--- config.mk ---
export PLATFORM = sky130hd
export DESIGN_NAME = sf_cmd_front
export DESIGN_NICKNAME = d
export VERILOG_FILES = /design/src/rtl/sf_pkg.sv /design/src/rtl/sf_deser.sv /design/src/rtl/sf_guard.sv /design/src/rtl/sf_cmd_front.sv
export SDC_FILE = /design/constraint.sdc
export NUM_CORES = 1
export LEC_CHECK = 0
export BUFFER_PORTS_ARGS = -buffer_cell sky130_fd_sc_hd__buf_2
export CAP_MARGIN = 20
export CORE_ASPECT_RATIO = 0.9
export CORE_UTILIZATION = 55
export CTS_BUF_LIST = sky130_fd_sc_hd__clkbuf_8
export DETAILED_ROUTE_END_ITERATION = 12
export GPL_TIMING_DRIVEN = 0
export PLACE_DENSITY = 0.74
export SETUP_SLACK_MARGIN = 0.3
export SKIP_LAST_GASP = 1
export SYNTH_ARGS = -nofsm -noshare
export SYNTH_HDL_FRONTEND = slang
export SYNTH_SLANG_ARGS = --single-unit
--- constraint.sdc ---
create_clock -name clk -period 2.9 [get_ports clk]
set_clock_uncertainty 0.15 [all_clocks]
set_input_delay 0.145 -clock clk [delete_from_list [all_inputs] [get_ports clk]]
set_output_delay 0.145 -clock clk [all_outputs]
set_load 0.03 [all_outputs]
--- src/rtl/sf_pkg.sv ---
package sf_pkg;
  localparam logic [7:0] OP_WREN = 8'h06;
  localparam logic [7:0] OP_WRDI = 8'h04;
  localparam logic [7:0] OP_WRSR = 8'h01;
  localparam logic [7:0] OP_RDSR = 8'h05;
  localparam logic [7:0] OP_READ = 8'h03;
  localparam logic [7:0] OP_FAST = 8'h0B;
  localparam logic [7:0] OP_PP   = 8'h02;
  localparam logic [7:0] OP_SE   = 8'h20;
  localparam logic [7:0] OP_HBE  = 8'h52;
  localparam logic [7:0] OP_BE   = 8'h D8;
  localparam logic [7:0] OP_CE   = 8'hC7;
  localparam logic [7:0] OP_DP   = 8'hB9;
  localparam logic [7:0] OP_RDID = 8'h9F;

  // lock decision for one half of the array
  function automatic logic half_locked(input logic [3:0] code, input logic upper);
    case (code)
      4'b0000, 4'b1000: half_locked = 1'b0;
      4'b0001:          half_locked = upper;
      4'b1001:          half_locked = ~upper;
      default:          half_locked = 1'b1;
    endcase
  endfunction

  function automatic logic any_locked(input logic [3:0] code);
    any_locked = !(code == 4'b0000 || code == 4'b1000);
  endfunction

  function automatic logic needs_latch(input logic [7:0] op);
    needs_latch = (op == OP_PP) || (op == OP_SE) || (op == OP_HBE) ||
                  (op == OP_BE) || (op == OP_CE) || (op == OP_WRSR);
  endfunction

  function automatic logic is_erase(input logic [7:0] op);
    is_erase = (op == OP_SE) || (op == OP_HBE) || (op == OP_BE);
  endfunction
endpackage

--- src/rtl/sf_deser.sv ---
module sf_deser #(
  parameter int CNT_W = 10
) (
  input  logic             clk,
  input  logic             rst_n,
  input  logic             cs_n,
  input  logic             sclk,
  input  logic             si,
  output logic             byte_done,
  output logic [7:0]       next_byte,
  output logic [2:0]       bit_ph,
  output logic [CNT_W-1:0] byte_cnt,
  output logic [7:0]       opcode,
  output logic [23:0]      addr,
  output logic [7:0]       last_byte
);
  localparam logic [CNT_W-1:0] CNT_MAX = {CNT_W{1'b1}};
  localparam logic [CNT_W-1:0] HDR_END = CNT_W'(4);

  logic       sclk_q;
  logic [6:0] sh;
  logic       sclk_rise;

  assign sclk_rise = sclk & ~sclk_q & ~cs_n;
  assign next_byte = {sh, si};
  assign byte_done = sclk_rise && (bit_ph == 3'd7);

  always_ff @(posedge clk or negedge rst_n) begin
    if (!rst_n) begin
      sclk_q    <= 1'b0;
      sh        <= '0;
      bit_ph    <= '0;
      byte_cnt  <= '0;
      opcode    <= '0;
      addr      <= '0;
      last_byte <= '0;
    end else begin
      sclk_q <= sclk;
      if (cs_n) begin
        sh        <= '0;
        bit_ph    <= '0;
        byte_cnt  <= '0;
        opcode    <= '0;
        addr      <= '0;
        last_byte <= '0;
      end else if (sclk_rise) begin
        sh     <= next_byte[6:0];
        bit_ph <= bit_ph + 3'd1;
        if (bit_ph == 3'd7) begin
          last_byte <= next_byte;
          if (byte_cnt != CNT_MAX) byte_cnt <= byte_cnt + 1'b1;
          if (byte_cnt == '0) opcode <= next_byte;
          else if (byte_cnt < HDR_END) addr <= {addr[15:0], next_byte};
        end
      end
    end
  end
endmodule

--- src/rtl/sf_guard.sv ---
module sf_guard #(
  parameter int MEM_AW = 17
) (
  input  logic [3:0]  bp,
  input  logic [7:0]  op,
  input  logic [23:0] addr,
  output logic        lock_hit
);
  import sf_pkg::*;
  logic upper;
  assign upper = addr[MEM_AW-1];

  always_comb begin
    if (op == OP_CE)                        lock_hit = any_locked(bp);
    else if (op == OP_PP || is_erase(op))   lock_hit = half_locked(bp, upper);
    else                                    lock_hit = 1'b0;
  end
endmodule

--- src/rtl/sf_cmd_front.sv ---
module sf_cmd_front #(
  parameter int CNT_W  = 10,
  parameter int MEM_AW = 17
) (
  input  logic             clk,
  input  logic             rst_n,
  input  logic             cs_n,
  input  logic             sclk,
  input  logic             si,
  input  logic             busy,
  input  logic [3:0]       bp,
  output logic             cmd_valid,
  output logic             rd_req,
  output logic [7:0]       cmd_op,
  output logic [23:0]      cmd_addr,
  output logic [CNT_W-1:0] cmd_nbytes,
  output logic [7:0]       cmd_data,
  output logic             wel
);
  import sf_pkg::*;
  localparam logic [CNT_W-1:0] N1 = CNT_W'(1);
  localparam logic [CNT_W-1:0] N2 = CNT_W'(2);
  localparam logic [CNT_W-1:0] N3 = CNT_W'(3);
  localparam logic [CNT_W-1:0] N4 = CNT_W'(4);
  localparam logic [CNT_W-1:0] N5 = CNT_W'(5);

  logic             byte_done;
  logic [7:0]       next_byte;
  logic [2:0]       bit_ph;
  logic [CNT_W-1:0] byte_cnt;
  logic [7:0]       opcode;
  logic [23:0]      addr;
  logic [7:0]       last_byte;
  logic             lock_hit;

  sf_deser #(.CNT_W(CNT_W)) u_deser (
    .clk(clk), .rst_n(rst_n), .cs_n(cs_n), .sclk(sclk), .si(si),
    .byte_done(byte_done), .next_byte(next_byte), .bit_ph(bit_ph),
    .byte_cnt(byte_cnt), .opcode(opcode), .addr(addr), .last_byte(last_byte)
  );

  sf_guard #(.MEM_AW(MEM_AW)) u_guard (
    .bp(bp), .op(opcode), .addr(addr), .lock_hit(lock_hit)
  );

  // named events for the checker
  logic cs_q, frame_end, aligned, len_ok, run, rd_now;
  logic [CNT_W-1:0] run_nb;
  logic [23:0]      run_addr;

  assign frame_end = cs_n & ~cs_q;
  assign aligned   = (bit_ph == 3'd0) && (byte_cnt != '0);

  always_comb begin
    len_ok   = 1'b0;
    run_nb   = '0;
    run_addr = '0;
    case (opcode)
      OP_WREN, OP_WRDI, OP_DP, OP_CE: len_ok = aligned;
      OP_WRSR: begin len_ok = aligned && byte_cnt == N2; run_nb = N1; end
      OP_PP: begin
        len_ok   = aligned && byte_cnt >= N5;
        run_nb   = byte_cnt - N4;
        run_addr = addr;
      end
      OP_SE, OP_HBE, OP_BE: begin
        len_ok   = aligned && byte_cnt == N4;
        run_addr = addr;
      end
      default: len_ok = 1'b0;
    endcase
  end

  assign run = frame_end && len_ok && !busy && !lock_hit &&
               (!needs_latch(opcode) || wel);

  assign rd_now = byte_done &&
                  ((byte_cnt == '0 && (next_byte == OP_RDSR || next_byte == OP_RDID)) ||
                   (byte_cnt == N3 && (opcode == OP_READ || opcode == OP_FAST) && !busy));

  always_ff @(posedge clk or negedge rst_n) begin
    if (!rst_n) begin
      cs_q       <= 1'b1;
      cmd_valid  <= 1'b0;
      rd_req     <= 1'b0;
      cmd_op     <= '0;
      cmd_addr   <= '0;
      cmd_nbytes <= '0;
      cmd_data   <= '0;
      wel        <= 1'b0;
    end else begin
      cs_q      <= cs_n;
      cmd_valid <= run;
      rd_req    <= rd_now;
      if (run) begin
        cmd_op     <= opcode;
        cmd_addr   <= run_addr;
        cmd_nbytes <= run_nb;
        cmd_data   <= last_byte;
        if (opcode == OP_WREN) wel <= 1'b1;
        else if (opcode == OP_WRDI || needs_latch(opcode)) wel <= 1'b0;
      end else if (rd_now) begin
        cmd_op     <= (byte_cnt == '0) ? next_byte : opcode;
        cmd_addr   <= (byte_cnt == '0) ? 24'h0 : {addr[15:0], next_byte};
        cmd_nbytes <= '0;
        cmd_data   <= next_byte;
      end
    end
  end
endmodule

==> flow_summary.json, run 1 <==
{
  "synth_area_um2": 6160,
  "period_needed_ns": 2.94,
  "crit_path_end_kind": "flip-flop",
  "grt_use_total_pct": 29.4,
  "max_freq_mhz": 340,
  "clockBufferDepth": 2,
  "drtPass1Iterations": 5,
  "slew_headroom_pct": 57.2,
  "final_hold_viol_count": 0,
  "synth_area_leaders": "dfrtp_1, mux2i_1, nand2_1, mux2_4, a21oi_1",
  "hp-class": "input port to flip-flop",
  "max_stage_delay_ns": 0.54,
  "stdcell_area_um2": 8220,
  "io_buffer_count": 62,
  "die_h_um": 102,
  "remaining_drc_errors": 0,
  "synth_ff_type": "dfrtp_1",
  "io-pin-count": 63,
  "p_leak_nw": 3.80,
  "crit_path_start_kind": "flip-flop",
  "hold_depth": 5,
  "rows": 36,
  "reg2reg_depth": 8,
  "synth_cell_type_count": 56,
  "p_per_area_nw_per_um2": 420,
  "outcome": "complete, but fails checks",
  "clkLatencyLatePin_ns": 0.46,
  "crit_fanout": 9,
  "wirelength_um": 17300,
  "min_period_over_period_pct": 102,
  "grt_max_degree": 86,
  "worst_pin_slew_ns": 0.643,
  "drv_slew": 0,
  "overflow": 0,
  "path_clk_slew_ns": 0.08,
  "place_congestion": 0.860,
  "ys_seq_elements": 115,
  "antenna_found_initial": 0,
  "antenna_cells": 0,
  "post-synth-top-count-cell": "nand2_1",
  "syn_nets": 644,
  "worst_ep_required_time_ns": 3.09,
  "htreeDepth": 4,
  "async_reset_ff_share_pct": 100,
  "failed_checks": "negative setup slack",
  "peakVddDrop_mv": 0.403,
  "wl_per_cell_um": 18.8,
  "start_util_pct": 56.7,
  "cp_cell_sequence": "buf_6 > or4_4 > a2111oi_4 > o2bb2a_4 > or3_1 > buf_6 > mux2_4 > mux2_4",
  "yosysTopAreaCell": "dfrtp_1",
  "preCtsSetupSlack_ns": -0.372,
  "rsz0062_at_grt": "yes",
  "die_x_um": 114,
  "design.core.area_um2": 10900,
  "met3_usage_pct": 5.58,
  "cts_tree": "done",
  "drt_iter0_drc": 349,
  "ys_warn_count": 0,
  "dp_hpwl_um": 10500,
  "synth_edf_count": 0,
  "use_met2_pct": 45.0,
  "area_delta_synth_final_pct": 33.5,
  "ant_nets": 0,
  "dpl_cell_area_um2": 6790,
  "worst-setup-path-type": "flip-flop to flip-flop",
  "cts-root-buf": "clkbuf_8",
  "grt_first_pass_wirelength_um": 25500,
  "drive_above_1_share_pct": 30.8,
  "routed_via_density": 5.65,
  "final_nets": 778,
  "setup_violations": 9,
  "synth-seq-area-share_pct": 46.8,
  "grt_pass1_vias": 4936,
  "postLayoutSetupSlackWorst_ns": -0.0444,
  "busiest_layer": "met2",
  "critPathArrivalTime_ns": 3.13,
  "synth_top_area_share_pct": 46.3,
  "reg2reg_from": "u_deser.sh[6]",
  "synth_common_cells": "nand2_1, dfrtp_1, mux2i_1",
  "synth_cells": 622,
  "hold_start": "busy",
  "vias": 5202,
  "cp-startpoint": "u_deser.sh[6]",
  "cpMaxStageDelayCell": "or4_4",
  "cts_made_buffers": 17,
  "fin_util_pct": 75.7,
  "maxCapViolCount": 0,
  "die_area_um2": 11600,
  "syn_avg_cell_area_um2": 9.90,
  "met1_usage_pct": 40.6,
  "cts.sinks": 115
}
==> cell type report <==
class	instances	area, µm²
Multi-Input combinational cell	441	3170
Inverter	16	86.3
Sequential cell	115	2890
Clock buffer	20	275
Fill cell	698	2640
Clock inverter	12	185
Timing Repair inverter	1	11.3
Tap cell	152	190
Timing Repair Buffer	114	948
Buffer	50	463
==> power by group <==
group,internal [mW],switching [mW],total (mW),leakage [nW]
logic,0.0281,0.0739,0.102,1.97
clock network,1.08,0.658,1.74,0.241
registers,1.61,0.00204,1.61,1.58
total,2.71,0.734,3.45,3.80
==> critical path: cells and delay by family (launching register included) <==
family / cells / cell delay (ns)
AO/OA/AOI/OAI: 2 / 0.59
AND/OR/NAND/NOR: 2 / 0.86
multiplexers: 2 / 0.57
buffers and inverters: 2 / 0.29
flip-flops: 1 / 0.37
==> flip-flops by register name, indices dropped and copies added (netlist names), 3 cells and up <==
name,count
cmd_addr,24
cmd_data,8
cmd_nbytes,10
cmd_op,8
u_deser.addr,24
u_deser.bit_ph,3
u_deser.byte_cnt,10
u_deser.last_byte,8
u_deser.opcode,8
u_deser.sh,7
==> final timing paths <==
kind                                  endpoint  slack (ns)
setup reg to reg                   cmd_data[3]       -0.04
setup / recovery                   cmd_data[3]       -0.04
min in group asynchronous  u_deser.byte_cnt[9]        0.47
max in group asynchronous                 cs_q        1.47
hold / removal                          rd_req        0.05
hold reg to reg                    cmd_data[1]        0.36
==> cell usage in the layout, fill, tap and decap left out, drive strengths merged, types with 9 or more instances in the layout <==
cell and count:
buf 133, nand2 120, dfrtp 114, mux2i 81, clkbuf 45, a21oi 38
nor2 33, nor2b 27, inv 18, mux2 17, ha 12, nand3 10
xor2 9, nor4 9
==> routing by layer <==
layer  wire (µm)  share of wire, %  vias to the layer above
li1            -                 -                     2380
met2        7910                46                      188
met4         575               3.3                        0
met5           0                 0                        -
met3        1080               6.2                       43
met1        7710                45                     2591
==> stage by stage <==
step	hold WS [ns]	std cells	power (mW)	setup TNS [ns]
after detailed placement	-0.103	838	1.73	-17.11
after global routing	0.0284	921	3.54	-0.731
final	0.0472	921	3.45	-0.296
after CTS	0.0247	887	3.46	-0.166
after floorplan	-0.301	622	1.67	0
after global placement	0.140	836	1.72	-17.23
==> repair_timing <==
action	in CTS	in global routing
endpoints found under the setup margin	85	76
buffers inserted	9	27
gates resized for setup	56	75
pin swaps	8	10
hold buffers	6	0
endpoints found under the hold margin	120	0
gates cloned	2	7
==> cell families (layout without fill, tap and decap cells) <==
group	after synthesis	count (layout)	synth area share [%]
AO/OA/AOI/OAI	62	62	6.56
XOR/XNOR	17	17	2.42
adder cells (fa/ha/maj)	12	12	2.44
buffers and inverters	66	213	4.86
flip-flops	115	115	46.8
multiplexers	98	98	17.3
AND/OR/NAND/NOR	252	252	19.7
Note: power is estimated with default switching activity, not from simulation.
==> run 2, diff against run 1 <==
ABC_AREA = 1   (was default)
==> run 2 against run 1 <==
  * The flow finishes with violations (design-rule violations)
  * Worst setup slack improved by 0.45 ns
  * Largest cell class is now flip-flops and latches
  * Core utilization shrank 8.3 points
  * Combinational power grew 24%
==> flow_summary.json, run 2 <==
{
  "wl_met1_um": 7480,
  "io_buffer_count": 62,
  "syn_nets": 771,
  "grt_pass1_vias": 5243,
  "synth_edf_count": 0,
  "final_nets": 865,
  "min_period_over_period_pct": 85.9,
  "top_regs": "cmd_addr x24, u_deser.addr x24",
  "wirelength_um": 16000,
  "synth_ff_type": "dfrtp_1",
  "fin_util_pct": 67.4,
  "start_util_pct": 57.4,
  "slew_headroom_pct": 57.4,
  "die_area_um2": 11300,
  "postLayoutSetupSlackWorst_ns": 0.408,
  "htreeDepth": 4,
  "met3_length_um": 1110,
  "top_layer": "met4",
  "grt_max_degree": 68,
  "period_needed_ns": 2.49,
  "drt_iter0_drc": 512,
  "maxCapViolCount": 0,
  "peakVddDrop_mv": 0.393,
  "regToRegSetupSlack_ns": 0.41,
  "crit_fanout": 7,
  "synth_common_cells": "nand2_1, dfrtp_1, inv_1",
  "synth_cell_type_count": 37,
  "preCtsSetupSlack_ns": 0.237,
  "synth_area_um2": 5980,
  "ant_nets": 0,
  "routed_via_density": 5.54,
  "drive_above_1_share_pct": 20.6,
  "reg2reg_depth": 10,
  "vias": 5453,
  "synth-seq-area-share_pct": 48.1,
  "remaining_drc_errors": 4,
  "rows": 35,
  "p_leak_nw": 3.72,
  "antenna_cells": 0,
  "mostFrequentLayoutCell": "nand2_1",
  "grt_first_pass_wirelength_um": 26300,
  "p_per_area_nw_per_um2": 442,
  "drv_slew": 0,
  "fillers": 911,
  "cts-root-buf": "clkbuf_8",
  "cts.sinks": 115,
  "wl_per_cell_um": 16.3,
  "r2r_end": "u_deser.byte_cnt[7]",
  "post-synth-top-count-cell": "nand2_1",
  "synth_area_leaders": "dfrtp_1, nand2_1, inv_1, nand3_1, o21ai_0",
  "fin_setup_tns_ns": 0,
  "area_delta_synth_final_pct": 17.5,
  "overflow": 0,
  "ys_warn_count": 0,
  "setup_violations": 0,
  "syn_avg_cell_area_um2": 7.98,
  "dp_hpwl_um": 11700,
  "worst_ep_required_time_ns": 3.11,
  "crit_path_start_kind": "flip-flop",
  "grt_use_total_pct": 30.5,
  "critPathArrivalTime_ns": 2.71,
  "hp-class": "input port to async pin",
  "layout_common_cells": "nand2_1, dfrtp_1, inv_1",
  "drtPass1Iterations": 9,
  "rsz0062_at_grt": "no",
  "synth_top_area_share_pct": 47.7,
  "wl_met2_um": 7140,
  "crit_path_end_kind": "flip-flop",
  "max_freq_mhz": 401,
  "outcome": "complete, but fails checks",
  "path_clk_slew_ns": 0.07,
  "clkLatencyLatePin_ns": 0.45,
  "io-pin-count": 63,
  "reg2reg_from": "u_deser.bit_ph[0]",
  "die_h_um": 101,
  "design.core.area_um2": 10400,
  "worst_pin_slew_ns": 0.639,
  "clockBufferDepth": 2,
  "yosysTopAreaCell": "dfrtp_1",
  "cts_made_buffers": 17,
  "ys_seq_elements": 115,
  "worst-setup-path-type": "flip-flop to flip-flop",
  "final_hold_viol_count": 0,
  "cts_tree": "done",
  "die_x_um": 112,
  "synth_cells": 749,
  "fin_hold_ws_ns": 0.103,
  "place_congestion": 0.904,
  "antenna_found_initial": 0,
  "async_reset_ff_share_pct": 100,
  "failed_checks": "design-rule violations"
}
[run 2: cell count changes in the layout (fill, tap and decap cells not counted), moves of 12 or more]
cell     change
buf_4       -15
buf_6       -12
inv_1       +87
mux2_4      -17
mux2i_1     -78
nand2_1     +27
nand3_1     +57
nor2_1      +45
nor2b_1     -27
o21ai_0     +62
o22ai_1     +16
[run 2: worst max path at each step]
stage	startpoint	end	slack, ns	cells past startpoint
detailed placement	u_deser.byte_cnt[2]	cmd_addr[4]	0.24	12
CTS	u_deser.sclk_q	cmd_addr[4]	0.35	11
floorplan	u_deser.byte_cnt[0]	cmd_addr[14]	0.80	14
global route	u_deser.byte_cnt[2]	cmd_data[6]	0.29	12
finish	u_deser.bit_ph[0]	u_deser.byte_cnt[7]	0.41	10
global placement	rst_n	cmd_addr[15]	0.20	1
[run 2: critical path, stage by stage, from the launching register on]
cell,delay [ns]
dfrtp_1,0.35
ha_1,0.18
ha_1,0.24
nand2_2,0.16
nand2_2,0.20
nand2_1,0.12
nor3_1,0.35
inv_1,0.13
nor3_2,0.22
o21ai_0,0.13
a21oi_1,0.17
[run 2: cell type report]
type	instances	area, µm²	share of cell area, %
plain buffers	26	161	2.30
clock buffers	20	275	3.92
clock inverters	12	82.6	1.18
inverters	110	413	5.88
multi-input cells	498	2610	37.1
flip-flops and latches	115	2880	41.0
well taps	129	161	2.30
repair buffers	75	440	6.27
[run 2: per-stage QoR]
step	cells	total power, mW	cell area (µm²)
3_5_place_dp	941	1.77	6480
5_1_grt	985	3.19	7030
6_report	985	3.10	7030
4_1_cts	979	3.12	6910
3_3_place_gp	940	1.77	6450
2_1_floorplan	749	1.70	5980
[run 2: logic make-up after synthesis]
logic type	count (synthesis)	synth area share (%)
and+or+nand+nor	355	27.5
buffers and inverters	136	9.31
AOI/OAI and AO/OA	119	10.5
DFF	115	48.1
adders and majority gates	12	2.51
xor gates and xnor gates	6	0.879
muxes	6	1.13
[run 2: power breakdown]
part / switching (mW) / internal, mW / leakage, nW
sequential: 0.00656 / 1.61 / 1.59
combinational: 0.0934 / 0.0323 / 1.95
clock: 0.703 / 0.653 / 0.174
total: 0.803 / 2.30 / 3.72
[run 2: routing by layer]
metal  vias up  track usage (%)
li1       2601                -
met5         -                0
met1      2617             42.5
met3        32             7.22
met2       203             46.9
met4         0             10.3
[run 2: repair_timing]
action                     CTS  global route
setup buffers                2             6
hold endpoints to repair    57             0
hold buffers                 4             0
pin swaps                    1             2
resized for setup            4            37
setup endpoints to repair   33            64
